--- src/rtl/sdram_init_pkg.sv ---
package sdram_init_pkg;

  localparam int CODE_W = 2;

  localparam logic [CODE_W-1:0] CODE_NOP  = 2'd0;
  localparam logic [CODE_W-1:0] CODE_PRE  = 2'd1;
  localparam logic [CODE_W-1:0] CODE_AREF = 2'd2;
  localparam logic [CODE_W-1:0] CODE_MODE = 2'd3;

  typedef enum logic [2:0] {
    ST_IDLE,
    ST_NOP,
    ST_SETTLE,
    ST_ISSUE,
    ST_SPACE,
    ST_RELEASE,
    ST_HOLD
  } seq_state_e;

endpackage

--- src/rtl/sdram_init_opnd.sv ---
module sdram_init_opnd #(
  parameter int TW        = 32,
  parameter int GW        = 32,
  parameter int OP_W      = 8,
  parameter int WIDE_BIT  = 9
) (
  input  logic [TW-1:0]   timing_cfg_i,
  input  logic [GW-1:0]   group_cfg_i,
  input  logic [OP_W-1:0] opnd_ovr_i,
  output logic [OP_W-1:0] opnd_o
);

  logic [2:0]      cas_lat;
  logic            wide_bus;
  logic [OP_W-1:0] base_val;
  logic [OP_W-1:0] table_val;

  assign cas_lat  = timing_cfg_i[2:0];
  assign wide_bus = group_cfg_i[WIDE_BIT];

  always_comb begin
    base_val  = (cas_lat == 3'd2) ? OP_W'(8'h40) : OP_W'(8'h60);
    table_val = wide_bus ? base_val : (base_val >> 1);
    opnd_o    = (opnd_ovr_i != '0) ? opnd_ovr_i : table_val;
  end

endmodule

--- src/rtl/sdram_init_timer.sv ---
module sdram_init_timer #(
  parameter int CW = 14
) (
  input  logic          clk,
  input  logic          rst_n,
  input  logic          load_i,
  input  logic [CW-1:0] load_val_i,
  input  logic          dec_i,
  output logic          zero_o
);

  logic [CW-1:0] cnt_q;

  always_ff @(posedge clk) begin
    if (!rst_n) begin
      cnt_q <= '0;
    end else if (load_i) begin
      cnt_q <= load_val_i;
    end else if (dec_i && cnt_q != '0) begin
      cnt_q <= cnt_q - 1'b1;
    end
  end

  assign zero_o = (cnt_q == '0);

endmodule

--- src/rtl/sdram_init_prog.sv ---
module sdram_init_prog
  import sdram_init_pkg::*;
#(
  parameter int NUM_AREF = 8,
  parameter int IW       = 4
) (
  input  logic [IW-1:0]     idx_i,
  output logic [CODE_W-1:0] code_o
);

  localparam int NUM_CMD = NUM_AREF + 2;

  logic [CODE_W-1:0] prog [NUM_CMD];

  for (genvar g = 0; g < NUM_CMD; g++) begin : g_step
    if (g == 0) begin : g_first
      assign prog[g] = CODE_PRE;
    end else if (g == NUM_CMD - 1) begin : g_last
      assign prog[g] = CODE_MODE;
    end else begin : g_mid
      assign prog[g] = CODE_AREF;
    end
  end

  always_comb begin
    code_o = CODE_NOP;
    for (int i = 0; i < NUM_CMD; i++) begin
      if (idx_i == IW'(i)) code_o = prog[i];
    end
  end

endmodule

--- src/rtl/sdram_init_seq.sv ---
module sdram_init_seq
  import sdram_init_pkg::*;
#(
  parameter int TW       = 32,
  parameter int GW       = 32,
  parameter int OP_W     = 8,
  parameter int WIDE_BIT = 9,
  parameter int REF_LSB  = 8,
  parameter int REF_W    = 2,
  parameter int NUM_AREF = 8,
  parameter int PWR_CYC  = 10000,
  parameter int GAP_CYC  = 4
) (
  input  logic                 clk,
  input  logic                 rst_n,
  input  logic                 start_i,
  input  logic [TW-1:0]        timing_cfg_i,
  input  logic [GW-1:0]        group_cfg_i,
  input  logic [OP_W-1:0]      opnd_ovr_i,
  output logic                 cmd_valid_o,
  output logic [OP_W+1:0]      cmd_word_o,
  output logic [OP_W-1:0]      mode_opnd_o,
  output logic [TW-1:0]        timing_o,
  output logic                 refresh_en_o,
  output logic                 done_o
);

  localparam int NUM_CMD  = NUM_AREF + 2;
  localparam int IW       = $clog2(NUM_CMD);
  localparam int MAX_WAIT = (PWR_CYC > GAP_CYC) ? PWR_CYC : GAP_CYC;
  localparam int CW       = $clog2(MAX_WAIT + 1);
  localparam logic [IW-1:0] LAST_IDX = IW'(NUM_CMD - 1);
  localparam logic [TW-1:0] REF_MASK =
    {{(TW-REF_W){1'b0}}, {REF_W{1'b1}}} << REF_LSB;

  seq_state_e        state_q;
  logic [IW-1:0]     idx_q;
  logic [TW-1:0]     timing_q;
  logic [OP_W-1:0]   opnd_q;
  logic              ref_en_q;
  logic              done_q;

  logic [OP_W-1:0]   opnd_calc;
  logic [CODE_W-1:0] prog_code;
  logic              tmr_load;
  logic              tmr_dec;
  logic [CW-1:0]     tmr_val;
  logic              tmr_zero;

  sdram_init_opnd #(
    .TW       (TW),
    .GW       (GW),
    .OP_W     (OP_W),
    .WIDE_BIT (WIDE_BIT)
  ) u_opnd (
    .timing_cfg_i (timing_cfg_i),
    .group_cfg_i  (group_cfg_i),
    .opnd_ovr_i   (opnd_ovr_i),
    .opnd_o       (opnd_calc)
  );

  sdram_init_prog #(
    .NUM_AREF (NUM_AREF),
    .IW       (IW)
  ) u_prog (
    .idx_i  (idx_q),
    .code_o (prog_code)
  );

  sdram_init_timer #(
    .CW (CW)
  ) u_timer (
    .clk        (clk),
    .rst_n      (rst_n),
    .load_i     (tmr_load),
    .load_val_i (tmr_val),
    .dec_i      (tmr_dec),
    .zero_o     (tmr_zero)
  );

  always_comb begin
    tmr_load = (state_q == ST_NOP) ||
               (state_q == ST_ISSUE && idx_q != LAST_IDX);
    tmr_val  = (state_q == ST_NOP) ? CW'(PWR_CYC - 1) : CW'(GAP_CYC - 1);
    tmr_dec  = (state_q == ST_SETTLE) || (state_q == ST_SPACE);
  end

  always_ff @(posedge clk) begin
    if (!rst_n) begin
      state_q  <= ST_IDLE;
      idx_q    <= '0;
      timing_q <= '0;
      opnd_q   <= '0;
      ref_en_q <= 1'b0;
      done_q   <= 1'b0;
    end else begin
      unique case (state_q)
        ST_IDLE: begin
          if (start_i) begin
            timing_q <= timing_cfg_i;
            opnd_q   <= opnd_calc;
            idx_q    <= '0;
            state_q  <= ST_NOP;
          end
        end
        ST_NOP:    state_q <= ST_SETTLE;
        ST_SETTLE: if (tmr_zero) state_q <= ST_ISSUE;
        ST_ISSUE: begin
          if (idx_q == LAST_IDX) begin
            ref_en_q <= 1'b1;
            state_q  <= ST_RELEASE;
          end else begin
            state_q  <= ST_SPACE;
          end
        end
        ST_SPACE: begin
          if (tmr_zero) begin
            idx_q   <= idx_q + 1'b1;
            state_q <= ST_ISSUE;
          end
        end
        ST_RELEASE: begin
          done_q  <= 1'b1;
          state_q <= ST_HOLD;
        end
        ST_HOLD:   state_q <= ST_HOLD;
        default:   state_q <= ST_IDLE;
      endcase
    end
  end

  always_comb begin
    cmd_valid_o = (state_q == ST_NOP) || (state_q == ST_ISSUE);
    if (state_q == ST_ISSUE) cmd_word_o = {opnd_q, prog_code};
    else                     cmd_word_o = '0;
  end

  assign mode_opnd_o  = opnd_q;
  assign timing_o     = ref_en_q ? timing_q : (timing_q & ~REF_MASK);
  assign refresh_en_o = ref_en_q;
  assign done_o       = done_q;

endmodule

--- config.mk ---
export PLATFORM = sky130hd
export DESIGN_NAME = sdram_init_seq
export DESIGN_NICKNAME = d
export VERILOG_FILES = /design/src/rtl/sdram_init_pkg.sv /design/src/rtl/sdram_init_opnd.sv /design/src/rtl/sdram_init_timer.sv /design/src/rtl/sdram_init_prog.sv /design/src/rtl/sdram_init_seq.sv
export SDC_FILE = /design/constraint.sdc
export NUM_CORES = 1
export LEC_CHECK = 0
export ABC_AREA = 1
export CAP_MARGIN = 20
export CELL_PAD_IN_SITES_DETAIL_PLACEMENT = 2
export CELL_PAD_IN_SITES_GLOBAL_PLACEMENT = 2
export CORE_MARGIN = 2
export CORE_UTILIZATION = 37
export CTS_BUF_LIST = sky130_fd_sc_hd__clkbuf_4 sky130_fd_sc_hd__clkbuf_8
export DETAILED_ROUTE_END_ITERATION = 6
export DONT_BUFFER_PORTS = 1
export GPL_ROUTABILITY_DRIVEN = 0
export PLACE_DENSITY_LB_ADDON = 0.05
export SLEW_MARGIN = 15
export SYNTH_ARGS = -nofsm -noshare
export SYNTH_HDL_FRONTEND = slang
export SYNTH_SLANG_ARGS = --single-unit
--- constraint.sdc ---
create_clock -name clk -period 4.57 [get_ports clk]
set_input_delay 0.6855 -clock clk [delete_from_list [all_inputs] [get_ports clk]]
set_output_delay 0.6855 -clock clk [all_outputs]
set_load 0.02 [all_outputs]
==> results by group <==
Synthesis
  • Warning count from the yosys run: 0
  • Largest area contributor in the netlist: dfxtp_1
  • Main flop type after synthesis: dfxtp_1
  • Post-synth EDFFs: 0
  • Post-synth top area share: approximately two fifths
  • Mapped Nets: between 500 and 600
  • Async SR Flop Fraction: 0%
  • Count of different cell masters after synthesis: 36
  • Synth Cell Area: about 0.0032 mm²
  • Most instantiated library cell after synthesis: nor2_1
  • Seq/Total Area, Yosys: 39.6%
  • Top cells by area, synth: dfxtp_1, nor2_1, buf_4
  • Syn Inst Count: 450
  • FF+latch count, synth: 63
  • Post-synth top cells: nor2_1, dfxtp_1, nand2_1, inv_1, o21ai_0
  • Syn_area_per_cell: approximately 7.1 µm²

Power and ir drop
  • Sw Ratio: between 40% and 50%
  • Sequential power share: between 30% and 40%
  • Worst vdd ir: approximately 0.28 mV
  • Sw power: between 0.001 and 0.0015 W
  • Clock share of power: around a quarter
  • Gate power share: around two fifths
  • Internal power: roughly 0.0014 W
  • Final Power: about 0.0026 W
  • PwrDens: 807 mW/mm²
  • Leakage: ~1.4 nW

CTS
  • CTS Sinks: 63
  • Worst-path clk slew: around 0.070 ns
  • Later-pin clock latency in the skew report: ~0.34 ns
  • CTS root buffer: clkbuf_8
  • Post-CTS Setup Repair Bufs: 0
  • CTS tree: done
  • Hold_buf cts: 0
  • Post-CTS Resized: 0
  • Maximum buffer depth of the clock tree: 2
  • H-tree Lvls: 3
  • Num CTS Buffers: 9

Critical path
  • Startpoint types: flip-flop
  • Crit end category: output pin
  • Data required, critical path: between 3 and 4 ns
  • Worst Path Arrival: about 1.9 ns
  • CP Class: flip-flop to output pin
  • Maximum fanout along the worst path: 11

Floorplanning
  • Die width: approximately 97 µm
  • I/O pin count: ~130
  • Core area: just over 0.008 mm²
  • Cell Rows: 33
  • Effective utilization at floorplan: between 30% and 40%
  • DIE AREA: about 0.0094 mm²
  • Die Height: roughly 97 µm

GRT
  • First-pass GRT wire length: 15.2 mm
  • Initial antenna violation count: 0
  • Pin count of the biggest net entering global routing: 50
  • GR Overflow Total: 0
  • Total track usage: around a fifth
  • Vias in the first global route: 3043

Hold path
  • Min-delay worst type: flip-flop to flip-flop

STA
  • Setup TNS: 0 ns
  • Endpoints failing hold: 0
  • F_max: 0.388 GHz
  • Relative slew margins: 40.2%
  • RSZ-0062 raised after global routing: no
  • Endpoints failing setup: 0
  • Fin crit period: ~2.6 ns
  • Period utilization: 56.4%
  • Worst Tran Pin Value: 0.893 ns
  • Worst Skew: between 0.01 and 0.015 ns
  • Max-slew violations: 0

Final layout
  • Area growth syn-to-layout: 2.71%
  • Final nets: between 400 and 500
  • Fillers: around 1000
  • Share of layout cells above drive strength 1: under 10%
  • Ant. Diodes: 0

Drt
  • Final WL: 8.74 mm
  • TritonRoute pass-1 iters: 4
  • Wire per inst: around 17 µm
  • Drt via density: 5.12
  • Antenna-violating nets left: 0
  • Via count: approximately 2700
  • Initial DRC Count: 66
  • DRC: 0

Flow run
  • Maxcap violations: 0

Place
  • Post-detail-place hpwl: ~6.3 mm
  • Buffers on Ports: 0

Status
  • Status: finished clean
-- power by group through the flow --
stage               logic (W)  registers, W  clock network, W
floorplan             0.00106      0.000836                 0
global placement      0.00101      0.000973                 0
detailed placement    0.00107      0.000981                 0
CTS                   0.00108      0.000971          0.000631
global route          0.00123      0.000991          0.000660
finish                0.00106      0.000967          0.000614
-- worst max-delay path, stage by stage, from the launching register on --
cell,delay [ns]
dfxtp_1,0.44
nand2_1,0.14
nor2_1,0.22
inv_1,0.24
a41oi_1,0.51
-- cells in the final DEF, fill, tap and decap left out, types with 4 or more instances in the layout --
master	synthesis	layout
nand2_2	5	5
dfxtp_1	63	63
nand3_1	18	18
o21ai_0	39	39
nor2_1	115	115
nor2_2	5	5
a31oi_1	4	4
nand2_1	43	43
ha_1	5	5
inv_1	41	41
clkbuf_8	0	10
o21ai_1	12	12
a21oi_1	26	26
-- per-stage QoR --
step	area, µm²	worst slack (ns)	util [%]	hold WS (ns)	std cells
after floorplan	3180	2.52	-	0.444	450
after global placement	3020	2.33	36.5	0.456	510
after detailed placement	3020	2.30	36.5	0.464	510
after CTS	3270	1.96	39.6	0.463	526
after global routing	3270	1.81	39.6	0.468	526
final	3270	1.99	39.6	0.474	526
-- kinds of logic after synthesis --
family | share of synthesized area [%]
AO/OA/AOI/OAI | 14.6
buffers and inverters | 14.8
XOR/XNOR | 1.38
adder cells (fa/ha/maj) | 1.97
AND/OR/NAND/NOR | 27.6
flip-flops | 39.6
-- cell type report --
cell class | instances | area, µm² | share of cell area, %
flip-flops and latches | 63 | 1260 | 38.6
repair buffers | 1 | 7.51 | 0.230
clock inverters | 6 | 116 | 3.56
multi-input cells | 297 | 1450 | 44.4
inverters | 44 | 165 | 5.05
well taps | 105 | 131 | 4.02
clock buffers | 10 | 138 | 4.21
-- state kept, by name, summed over array words and instances, names as in the netlist --
name,count
refresh_en_o,1
state_q,3
idx_q,4
mode_opnd_o,8
timing_q,32
u_timer.cnt_q,14
done_o,1
-- worst paths after layout --
path | start | endpoint | slack [ns] | cells past startpoint
worst min-delay path | u_timer.cnt_q[0]$_SDFFE_PN0P_ | u_timer.cnt_q[0]$_SDFFE_PN0P_ | 0.47 | 2
worst max register to register | state_q[1]$_SDFFE_PN0P_ | idx_q[0]$_SDFFE_PN0P_ | 2.40 | 9
worst max-delay path | state_q[1]$_SDFFE_PN0P_ | cmd_word_o[1] | 1.99 | 4
worst min register to register | u_timer.cnt_q[0]$_SDFFE_PN0P_ | u_timer.cnt_q[0]$_SDFFE_PN0P_ | 0.47 | 2
-- per-layer routing --
layer	vias up	GRT usage [%]	share of wire, %
li1	1331	-	-
met1	1302	24.0	43
met2	52	34.3	51
met3	7	4.99	5.2
met4	0	5.53	1.1
met5	-	0	0
Power figures use the tool's default switching activity.
